### config.mk
export PLATFORM = sky130hd
export DESIGN_NAME = sa_conv_top
export DESIGN_NICKNAME = d
export VERILOG_FILES = /design/src/rtl/sa_conv_pkg.sv /design/src/rtl/sa_conv_drain.sv /design/src/rtl/sa_conv_cell.sv /design/src/rtl/sa_conv_top.sv
export SDC_FILE = /design/constraint.sdc
export NUM_CORES = 1
export LEC_CHECK = 0
export BUFFER_PORTS_ARGS = -buffer_cell sky130_fd_sc_hd__buf_2
export CAP_MARGIN = 15
export CORE_ASPECT_RATIO = 0.9
export CORE_MARGIN = 2
export CORE_UTILIZATION = 55
export DETAILED_ROUTE_END_ITERATION = 16
export PLACE_DENSITY_LB_ADDON = 0.2
export SYNTH_ARGS = -nofsm -noshare
export SYNTH_HDL_FRONTEND = slang
export SYNTH_SLANG_ARGS = --single-unit
### constraint.sdc
create_clock -name clk -period 9.4 [get_ports clk]
set_input_delay 1.41 -clock clk [delete_from_list [all_inputs] [get_ports clk]]
set_output_delay 1.41 -clock clk [all_outputs]
set_load 0.01 [all_outputs]
### src/rtl/sa_conv_pkg.sv
package sa_conv_pkg;

    localparam int SAMP_W    = 8;
    localparam int WGT_W     = 8;
    localparam int ACC_GUARD = 4;
    localparam int ACC_W     = SAMP_W + WGT_W + ACC_GUARD;

    typedef logic signed [SAMP_W-1:0] samp_d_t;
    typedef logic signed [WGT_W-1:0]  wgt_d_t;
    typedef logic signed [ACC_W-1:0]  acc_t;

    typedef struct packed {
        logic    vld;
        samp_d_t val;
    } samp_slot_t;

    typedef struct packed {
        logic   vld;
        logic   first;
        wgt_d_t val;
    } wgt_slot_t;

    typedef struct packed {
        logic vld;
        acc_t sum;
    } res_slot_t;

    // Product of a meeting; zero unless both operands are present.
    function automatic acc_t meet_term(samp_slot_t s, wgt_slot_t w);
        acc_t p;
        if (s.vld && w.vld)
            p = acc_t'(s.val) * acc_t'(w.val);
        else
            p = '0;
        return p;
    endfunction

    function automatic logic pass_start(wgt_slot_t w);
        return w.vld & w.first;
    endfunction

endpackage

### src/rtl/sa_conv_drain.sv
module sa_conv_drain
    import sa_conv_pkg::*;
(
    input  logic      clk,
    input  logic      rst,
    input  logic      load,
    input  acc_t      sum_i,
    input  res_slot_t path_i,
    output res_slot_t path_o
);

    res_slot_t path_q;

    always_ff @(posedge clk) begin
        if (rst) begin
            path_q <= '0;
        end else if (load) begin
            path_q.vld <= 1'b1;
            path_q.sum <= sum_i;
        end else begin
            path_q <= path_i;
        end
    end

    assign path_o = path_q;

endmodule

### src/rtl/sa_conv_cell.sv
module sa_conv_cell
    import sa_conv_pkg::*;
(
    input  logic       clk,
    input  logic       rst,
    input  samp_slot_t smp_i,
    input  wgt_slot_t  wgt_i,
    input  res_slot_t  path_i,
    output samp_slot_t smp_o,
    output wgt_slot_t  wgt_o,
    output res_slot_t  path_o,
    output logic       drain_o
);

    samp_slot_t smp_q;
    wgt_slot_t  wgt_q;
    acc_t       acc_q;
    logic       armed_q;
    acc_t       term;
    logic       tag_hit;

    always_comb begin
        term    = meet_term(smp_q, wgt_q);
        tag_hit = pass_start(wgt_q);
    end

    assign drain_o = tag_hit & armed_q;

    always_ff @(posedge clk) begin
        if (rst) begin
            smp_q   <= '0;
            wgt_q   <= '0;
            acc_q   <= '0;
            armed_q <= 1'b0;
        end else begin
            smp_q <= smp_i;
            wgt_q <= wgt_i;
            if (tag_hit) begin
                acc_q   <= term;
                armed_q <= 1'b1;
            end else begin
                acc_q <= acc_q + term;
            end
        end
    end

    sa_conv_drain u_drain (
        .clk    (clk),
        .rst    (rst),
        .load   (drain_o),
        .sum_i  (acc_q),
        .path_i (path_i),
        .path_o (path_o)
    );

    assign smp_o = smp_q;
    assign wgt_o = wgt_q;

endmodule

### src/rtl/sa_conv_top.sv
module sa_conv_top
    import sa_conv_pkg::*;
#(
    parameter int CELLS = 4
) (
    input  logic              clk,
    input  logic              rst,
    input  logic              smp_vld,
    input  logic [SAMP_W-1:0] smp_dat,
    input  logic              wgt_vld,
    input  logic              wgt_first,
    input  logic [WGT_W-1:0]  wgt_dat,
    output logic              res_vld,
    output logic [ACC_W-1:0]  res_dat
);

    localparam int LAST = CELLS - 1;

    samp_slot_t head;
    wgt_slot_t  tail;
    samp_slot_t smp_q  [CELLS];
    wgt_slot_t  wgt_q  [CELLS];
    res_slot_t  path_q [CELLS];
    logic [CELLS-1:0] drain_vec;
    logic [CELLS-1:0] pass_vec;

    always_comb begin
        head.vld   = smp_vld;
        head.val   = samp_d_t'(smp_dat);
        tail.vld   = wgt_vld;
        tail.first = wgt_first;
        tail.val   = wgt_d_t'(wgt_dat);
    end

    for (genvar g = 0; g < CELLS; g++) begin : g_cell
        samp_slot_t s_in;
        wgt_slot_t  w_in;
        res_slot_t  r_in;

        if (g == 0) begin : g_left
            assign s_in = head;
            assign r_in = '0;
        end else begin : g_inner_l
            assign s_in = smp_q[g-1];
            assign r_in = path_q[g-1];
        end

        if (g == LAST) begin : g_right
            assign w_in = tail;
        end else begin : g_inner_r
            assign w_in = wgt_q[g+1];
        end

        assign pass_vec[g] = r_in.vld;

        sa_conv_cell u_cell (
            .clk     (clk),
            .rst     (rst),
            .smp_i   (s_in),
            .wgt_i   (w_in),
            .path_i  (r_in),
            .smp_o   (smp_q[g]),
            .wgt_o   (wgt_q[g]),
            .path_o  (path_q[g]),
            .drain_o (drain_vec[g])
        );
    end

    assign res_vld = path_q[LAST].vld;
    assign res_dat = path_q[LAST].sum;

endmodule

==> results of run 1 <==
[state kept, by name, summed over array words and instances, names as in the netlist]
signal and flops:
g_cell.u_cell.armed_q 4, g_cell.u_cell.acc_q 80, g_cell.u_cell.u_drain.path_o 84, g_cell.u_cell.smp_o 36, g_cell.u_cell.wgt_o 40
[critical path, stage by stage (launching register included)]
cell and delay, ns:
dfxtp_1 0.42, and2_1 0.21, fa_1 0.53, inv_1 0.06
fa_1 0.54, inv_1 0.05, fa_1 0.49, inv_1 0.05
fa_1 0.47, inv_1 0.05, ha_1 0.32, a21oi_1 0.21
nor2b_1 0.07, o21ai_0 0.21, nor2b_1 0.19, xnor2_1 0.13
nand2_1 0.11, inv_1 0.08, ha_1 0.26, o21ai_0 0.24
a211oi_1 0.12, o211ai_1 0.13, a21oi_1 0.10, a2111oi_0 0.83
or3b_2 0.25, mux2i_1 0.08, xnor2_1 0.14, o22ai_1 0.09
[path summary, 6_finish.rpt]
kind | from | to | slack [ns] | cells after the start
min reg2reg | g_cell[1].u_cell.u_drain.path_o[20]$_SDFF_PP0_ | g_cell[2].u_cell.u_drain.path_o[20]$_SDFF_PP0_ | 0.44 | 2
min | g_cell[1].u_cell.u_drain.path_o[20]$_SDFF_PP0_ | g_cell[2].u_cell.u_drain.path_o[20]$_SDFF_PP0_ | 0.44 | 2
max | g_cell[3].u_cell.wgt_o[2]$_SDFF_PP0_ | g_cell[3].u_cell.acc_q[18]$_SDFF_PP0_ | 2.83 | 27
max reg2reg | g_cell[3].u_cell.wgt_o[2]$_SDFF_PP0_ | g_cell[3].u_cell.acc_q[18]$_SDFF_PP0_ | 2.83 | 27
[logic make-up after synthesis]
family / Yosys count / synth area share (%)
and+or+nand+nor: 834 / 20.3
xor gates and xnor gates: 111 / 4.61
AOI/OAI and AO/OA: 392 / 11.8
buffers and inverters: 432 / 7.70
adders and majority gates: 402 / 31.8
muxes: 13 / 0.664
DFF: 244 / 23.1
[where the power goes]
part | switching (W) | total, W | internal (W) | leakage (nW)
combinational | 0.0000933 | 0.000158 | 0.0000643 | 8.30
sequential | 0.0000294 | 0.00108 | 0.00105 | 1.98
clock | 0.000503 | 0.00124 | 0.000739 | 0.490
[metrics by stage]
stage	utilization (%)	power [W]	area [um^2]
global route	59.6	0.00256	22700
finish	59.6	0.00248	22700
global placement	56.9	0.00125	21700
floorplan	-	0.00120	21100
CTS	59.6	0.00250	22700
detailed placement	56.9	0.00126	21700
[routing by layer]
metal | share of wire (%) | GRT usage, % | wire, um | vias to the layer above
li1 | - | - | - | 7819
met1 | 44 | 32.6 | 21400 | 7856
met2 | 49 | 45.9 | 23800 | 286
met3 | 3.5 | 2.51 | 1700 | 77
met4 | 2.8 | 7.23 | 1340 | 0
met5 | 0 | 0 | 0 | -
[cells in the final DEF, fill, tap and decap left out, drive strengths merged, types with 45 or more instances in the layout]
cell   instances
and2         204
ha           176
nand2        258
fa           224
a21oi        149
nor2         116
inv          364
xnor2         81
buf           45
dfxtp        244
nor2b        109
o21ai         57
[area by class of cell]
cell class / count / area share [%]
Clock inverter: 22 / 1.35
Tap cell: 490 / 2.70
Inverter: 359 / 5.93
Sequential cell: 244 / 21.5
Timing Repair Buffer: 45 / 1.06
Clock buffer: 31 / 3.23
Multi-Input combinational cell: 1752 / 64.2
==> impl_metrics.sql, run 1 <==
INSERT INTO impl_metrics (metric_group, metric, value, unit) VALUES
('outcome', 'outcome', 'finished, final reports clean', ''),
('timing', 'setup_violations', '0', ''),
('global_route', 'overflow', '0', ''),
('synthesis', 'synth_sequential_area_ratio', '23.1', '%'),
('worst_setup_path', 'worst-endpoint-required', '9.83', 'ns'),
('placed_design', 'place_hpwl', '37000', 'um'),
('global_route', 'pin_count_of_the_biggest_net_entering_global_routing', '84', ''),
('timing', 'slew_headroom', '29.9', '%'),
('final_layout', 'multiInputGateArea', '14600', 'um^2'),
('synthesis', 'synth_top_area_share', '23.1', '%'),
('worst_setup_path', 'setup.worst_path.start_class', 'flip-flop', ''),
('global_route', 'antenna_found_initial', '0', ''),
('die', 'chipWidth', '210', 'um'),
('worst_setup_path', 'timing.critical_path.to_type', 'flip-flop', ''),
('synthesis', 'main_synth_ff_type', 'dfxtp_1', ''),
('synthesis', 'synth.ff_latch_count', '244', ''),
('synthesis', 'postSynth.asyncResetShare', '0', '%'),
('clock_network', 'numClockSinks', '244', ''),
('final_layout', 'drive_above_1_share', '5.06', '%'),
('routing', 'viasPerCell', '5.45', ''),
('global_route', 'first_global_vias', '16800', ''),
('final_layout', 'finalNetCount', '2852', ''),
('clock_network', 'clock_tree.htree_level_count', '1', ''),
('synthesis', 'postSynthCellCount', '2428', ''),
('die', 'io_pins', '42', ''),
('clock_network', 'tritoncts', 'yes', ''),
('die', 'floorplan.rows', '68', ''),
('global_route', 'track_usage', '25.5', '%'),
('synthesis', 'synth.cell_area', '21100', 'um^2'),
('clock_network', 'cts_resized', '0', ''),
('clock_network', 'clk-insertion-delay-late', '0.57', 'ns'),
('clock_network', 'cts_hold_buffers', '0', ''),
('synthesis', 'largest_area_contributor_in_the_netlist', 'dfxtp_1', ''),
('routing', 'via_count', '16000', ''),
('clock_network', 'clk_tree_root_cell', 'clkbuf_16', ''),
('die', 'dieArea', '40000', 'um^2'),
('timing', 'rsz_0062_raised_after_global_routing', 'no', ''),
('timing', 'min_period_over_period', '69.9', '%'),
('final_layout', 'areaGrowthSynthToFinish', '7.70', '%'),
('synthesis', 'yosysUniqueCellTypes', '76', ''),
('routing', 'wl', '48300', 'um'),
('timing', 'clock-skew-final', '0.0132', 'ns'),
('synthesis', 'synth_nets', '2849', ''),
('pwr', 'power_per_cell_area', '109', 'nW/um^2'),
('worst_setup_path', 'timing_worst_setup_path_type', 'flip-flop to flip-flop', ''),
('clock_network', 'cts_inserted_buffers', '29', ''),
('timing', 'timing_hold_violations_final', '0', ''),
('synthesis', 'syn_avg_cell_area', '8.69', 'um^2'),
('timing', 'max_clock_freq', '0.152', 'GHz'),
('timing', 'setup-tns-final', '0', 'ns'),
('timing', 'fin_ws', '2.83', 'ns'),
('worst_setup_path', 'crit_fanout', '9', ''),
('timing', 'hold_slack', '0.438', 'ns'),
('timing', 'worst-slew-pin-transition', '1.05', 'ns'),
('synthesis', 'synthesis.yosys.warnings', '0', ''),
('clock_network', 'worst_setup_hold_path_clk_slew', '0.06', 'ns'),
('timing', 'slew_violations', '0', ''),
('synthesis', 'synth.cells.most_frequent', '359 x inv_1, 258 x nand2_1, 244 x dfxtp_1, 224 x fa_1, 202 x and2_1', ''),
('worst_setup_path', 'crit_arrival', '7.00', 'ns'),
('placed_design', 'detailedPlace.worstSlack', '2.91', 'ns'),
('synthesis', 'yosys-top-cells-area', 'dfxtp_1 23%, fa_1 21%, ha_1 10%, inv_1 6.4%, and2_1 6.0%', ''),
('routing', 'drt.antenna.violating_nets', '0', ''),
('flow_run', 'drv.max_cap_violation_count', '0', ''),
('routing', 'drtIter0Drc', '854', ''),
('final_layout', 'layout.cells.non_filler', '2943', ''),
('pwr', 'ir_drop', '0.127', 'mV'),
('global_route', 'grt_pass1_wl', '83000', 'um'),
('placed_design', 'dp_cells', '2890', ''),
('clock_network', 'clock_path_buffers', '3', ''),
('routing', 'drc', '0', ''),
('die', 'die_height', '190', 'um');
Power figures use the tool's default switching activity.
==> run 2: changes to the inputs <==
==> constraint.sdc (replaced) <==
create_clock -name clk -period 5.6 [get_ports clk]
set_input_delay 0.84 -clock clk [delete_from_list [all_inputs] [get_ports clk]]
set_output_delay 0.84 -clock clk [all_outputs]
set_load 0.01 [all_outputs]
==> run 2 against run 1 <==
Non-clock buffer count increased by 347. Fmax increased by 9.3%. The run now ends with setup timing left. Clock skew about the same. Critical path depth shrank 3.
==> impl_metrics.sql, run 2 (synthesis gave the netlist of run 1 again) <==
INSERT INTO impl_metrics (metric_group, metric, value, unit) VALUES
('timing', 'slew_headroom', '31.6', '%'),
('final_layout', 'multiInputGateArea', '16000', 'um^2'),
('timing', 'final.min_clock_period', '6.01', 'ns'),
('clock_network', 'clk_tree_root_cell', 'clkbuf_16', ''),
('global_route', 'first_global_vias', '18900', ''),
('die', 'chipWidth', '210', 'um'),
('worst_setup_path', 'reg2reg_to', 'g_cell[1].u_cell.acc_q[18]$_SDFF_PP0_', ''),
('timing', 'max_clock_freq', '0.166', 'GHz'),
('global_route', 'overflow', '0', ''),
('pwr', 'ir_drop', '0.214', 'mV'),
('pwr', 'power.share.switching', '25.0', '%'),
('placed_design', 'detailedPlace.worstSlack', '-0.625', 'ns'),
('clock_network', 'cts_inserted_buffers', '28', ''),
('worst_setup_path', 'worst-endpoint-required', '6.08', 'ns'),
('worst_setup_path', 'timing.critical_path.cells', 'and2_4, fa_1, inv_2, fa_1, inv_2, fa_1, inv_2, fa_1, inv_2, ha_4, a21oi_4, nor2b_1, o21a_1, o41ai_4, xor2_1, nor2_2, ha_4, a21o_1, or3_4, o2111ai_4, nand2_2, maj3_2, or3_1, a31oi_1', ''),
('final_layout', 'layout.cells.non_filler', '3287', ''),
('final_layout', 'areaGrowthSynthToFinish', '27.5', '%'),
('clock_network', 'clock_tree.htree_level_count', '1', ''),
('pwr', 'totalPowerFinal', '0.00415', 'W'),
('timing', 'worst-slew-pin-transition', '1.03', 'ns'),
('worst_setup_path', 'r2r_slack', '-0.41', 'ns'),
('final_layout', 'largest_reg_flops', '84', ''),
('worst_setup_path', 'timing_worst_setup_path_type', 'flip-flop to flip-flop', ''),
('placed_design', 'numPortBuffers', '41', ''),
('routing', 'met3_wirelength', '2230', 'um'),
('outcome', 'outcome', 'finished, violations left', ''),
('worst_setup_path', 'setup.worst_path.start_class', 'flip-flop', ''),
('die', 'die_height', '190', 'um'),
('clock_network', 'numClockSinks', '244', ''),
('timing', 'slew_violations', '0', ''),
('routing', 'drt.antenna.violating_nets', '0', ''),
('clock_network', 'clk-insertion-delay-late', '0.57', 'ns'),
('pwr', 'cellLeakagePower', '12.7', 'nW'),
('global_route', 'pin_count_of_the_biggest_net_entering_global_routing', '120', ''),
('hold_path', 'worst_hold_path_type', 'flip-flop to flip-flop', ''),
('die', 'floorplan.rows', '68', ''),
('worst_setup_path', 'timing.critical_path.to_type', 'flip-flop', ''),
('routing', 'dr_wl_met2', '28300', 'um'),
('worst_setup_path', 'r2r.worst_path.cells', '24', ''),
('placed_design', 'gp_congestion', '0.927', ''),
('die', 'initial_core_util', '55.4', '%'),
('routing', 'drc', '0', ''),
('clock_network', 'worst_setup_hold_path_clk_slew', '0.06', 'ns'),
('pwr', 'power_per_cell_area', '154', 'nW/um^2'),
('clock_network', 'clock_path_buffers', '3', ''),
('timing', 'setup_violations', '22', ''),
('routing', 'avgRoutedWirePerCell', '16.9', 'um'),
('clock_network', 'tritoncts', 'yes', ''),
('worst_setup_path', 'critPathMaxStageDelay', '0.55', 'ns'),
('pwr', 'p_seq_share', '43.1', '%'),
('die', 'dieArea', '40000', 'um^2'),
('global_route', 'grt_pass1_wl', '91500', 'um'),
('routing', 'wl', '55700', 'um'),
('final_layout', 'post-route-cell-area', '26900', 'um^2'),
('pwr', 'power.share.combinational', '9.6', '%'),
('routing', 'drtIter0Drc', '1066', ''),
('worst_setup_path', 'crit_arrival', '6.49', 'ns'),
('timing', 'setup-tns-final', '-4.84', 'ns'),
('die', 'io_pins', '42', ''),
('die', 'area_of_the_core', '38100', 'um^2'),
('placed_design', 'place_hpwl', '40700', 'um'),
('worst_setup_path', 'r2r_start', 'g_cell[1].u_cell.wgt_o[0]$_SDFF_PP0_', ''),
('outcome', 'failed_checks', 'setup timing', ''),
('timing', 'clock-skew-final', '0.0132', 'ns'),
('flow_run', 'drv.max_cap_violation_count', '0', ''),
('timing', 'min_period_over_period', '107', '%'),
('pwr', 'total_switching_power', '0.00104', 'W'),
('worst_setup_path', 'crit_fanout', '6', ''),
('placed_design', 'dp_cells', '3160', ''),
('timing', 'rsz_0062_raised_after_global_routing', 'yes', ''),
('routing', 'wl_met1', '23100', 'um'),
('final_layout', 'commonest_non_fill_non_tap_cell_in_the_layout', 'inv_1', ''),
('hold_path', 'worst_hold_path.num_cells', '2', ''),
('final_layout', 'finalNetCount', '3198', ''),
('final_layout', 'regArea', '4990', 'um^2'),
('placed_design', 'placed_cell_area', '23900', 'um^2'),
('pwr', 'share_clk_of_total_power', '47.3', '%'),
('routing', 'first_pass_iters', '5', ''),
('final_layout', 'drive_above_1_share', '26.5', '%'),
('final_layout', 'final_cell_mix', '332 x inv_1, 320 x buf_4, 250 x nand2_1, 218 x fa_1, 196 x dfxtp_1', ''),
('final_layout', 'n_antenna_cell', '0', ''),
('global_route', 'antenna_found_initial', '0', ''),
('timing', 'fin_ws', '-0.406', 'ns'),
('routing', 'viasPerCell', '5.43', ''),
('pwr', 'power_report.internal_total', '0.00311', 'W'),
('final_layout', 'fill_cells', '2883', ''),
('worst_setup_path', 'crit_start', 'g_cell[1].u_cell.wgt_o[0]$_SDFF_PP0_', ''),
('worst_setup_path', 'critPathSlowestCell', 'fa_1', ''),
('global_route', 'track_usage', '28.1', '%'),
('routing', 'top_signal_layer_used', 'met4', ''),
('timing', 'timing_hold_violations_final', '0', ''),
('worst_setup_path', 'timing.critical_path.to', 'g_cell[1].u_cell.acc_q[18]$_SDFF_PP0_', ''),
('routing', 'via_count', '17900', '');
-- run 2: cell count changes in the layout (fill, tap and decap cells not counted), moves of 17 or more --
| cell | change |
|---|---|
| buf_4 | +316 |
| dfxtp_1 | -48 |
| ha_1 | -35 |
| dfxtp_2 | +31 |
| ha_4 | +31 |
| buf_6 | +30 |
| inv_1 | -27 |
| inv_2 | +27 |
| a21oi_1 | -26 |
| and2_1 | -21 |
| and2_4 | +21 |
| a21oi_2 | +20 |
| dfxtp_4 | +17 |
| nor2_1 | -17 |
-- run 2: worst min path at each step --
stage | from | to | slack, ns
5_1_grt | g_cell[2].u_cell.u_drain.path_o[17]$_SDFF_PP0_ | g_cell[3].u_cell.u_drain.path_o[17]$_SDFF_PP0_ | 0.47
3_5_place_dp | g_cell[0].u_cell.u_drain.path_o[20]$_SDFF_PP0_ | g_cell[1].u_cell.u_drain.path_o[20]$_SDFF_PP0_ | 0.43
4_1_cts | g_cell[0].u_cell.u_drain.path_o[15]$_SDFF_PP0_ | g_cell[1].u_cell.u_drain.path_o[15]$_SDFF_PP0_ | 0.44
2_1_floorplan | g_cell[0].u_cell.u_drain.path_o[20]$_SDFF_PP0_ | g_cell[1].u_cell.u_drain.path_o[20]$_SDFF_PP0_ | 0.42
6_report | g_cell[2].u_cell.u_drain.path_o[11]$_SDFF_PP0_ | g_cell[3].u_cell.u_drain.path_o[11]$_SDFF_PP0_ | 0.44
3_3_place_gp | g_cell[2].u_cell.u_drain.path_o[20]$_SDFF_PP0_ | g_cell[3].u_cell.u_drain.path_o[20]$_SDFF_PP0_ | 0.43
-- run 2: layout make-up --
type | count | share of cell area, %
timing repair buffer | 392 | 11.0
tap | 490 | 2.28
sequential | 244 | 18.5
inverter | 359 | 5.01
multi-input combinational | 1752 | 59.5
clock buffer | 35 | 2.89
clock inverter | 15 | 0.753
-- run 2: power by group through the flow --
| stage | clock network, W | registers [W] | logic, W |
|---|---|---|---|
| 2_1_floorplan | 0 | 0.00182 | 0.000210 |
| 3_3_place_gp | 0 | 0.00183 | 0.000348 |
| 3_5_place_dp | 0 | 0.00183 | 0.000357 |
| 4_1_cts | 0.00198 | 0.00179 | 0.000379 |
| 5_1_grt | 0.00206 | 0.00179 | 0.000439 |
| 6_report | 0.00196 | 0.00179 | 0.000396 |
-- run 2: through the flow --
step / utilization, % / hold WS, ns
global route: 70.6 / 0.469
global placement: 62.7 / 0.427
floorplan: - / 0.416
finish: 70.6 / 0.442
detailed placement: 62.7 / 0.429
CTS: 68.3 / 0.440
-- run 2: per-layer routing --
| layer | up-vias | global-route usage, % |
|---|---|---|
| met4 | 0 | 9.51 |
| met5 | - | 0 |
| met2 | 475 | 51.7 |
| li1 | 8534 | - |
| met1 | 8708 | 34.5 |
| met3 | 144 | 2.95 |
-- run 2: timing repair --
action / CTS / global route
gates resized for setup: 204 / 154
hold buffers: 0 / 0
setup buffers: 53 / 39
setup endpoints to repair: 26 / 32
pin swaps: 104 / 123
-- run 2: worst max-delay path, delay by kind of cell, from the launching register on --
kind	cells	cell delay (ns)
and+or+nand+nor	6	1.18
AOI/OAI and AO/OA	6	1.18
DFF	1	0.36
buffers and inverters	4	0.18
xor gates and xnor gates	1	0.13
adders and majority gates	7	2.86
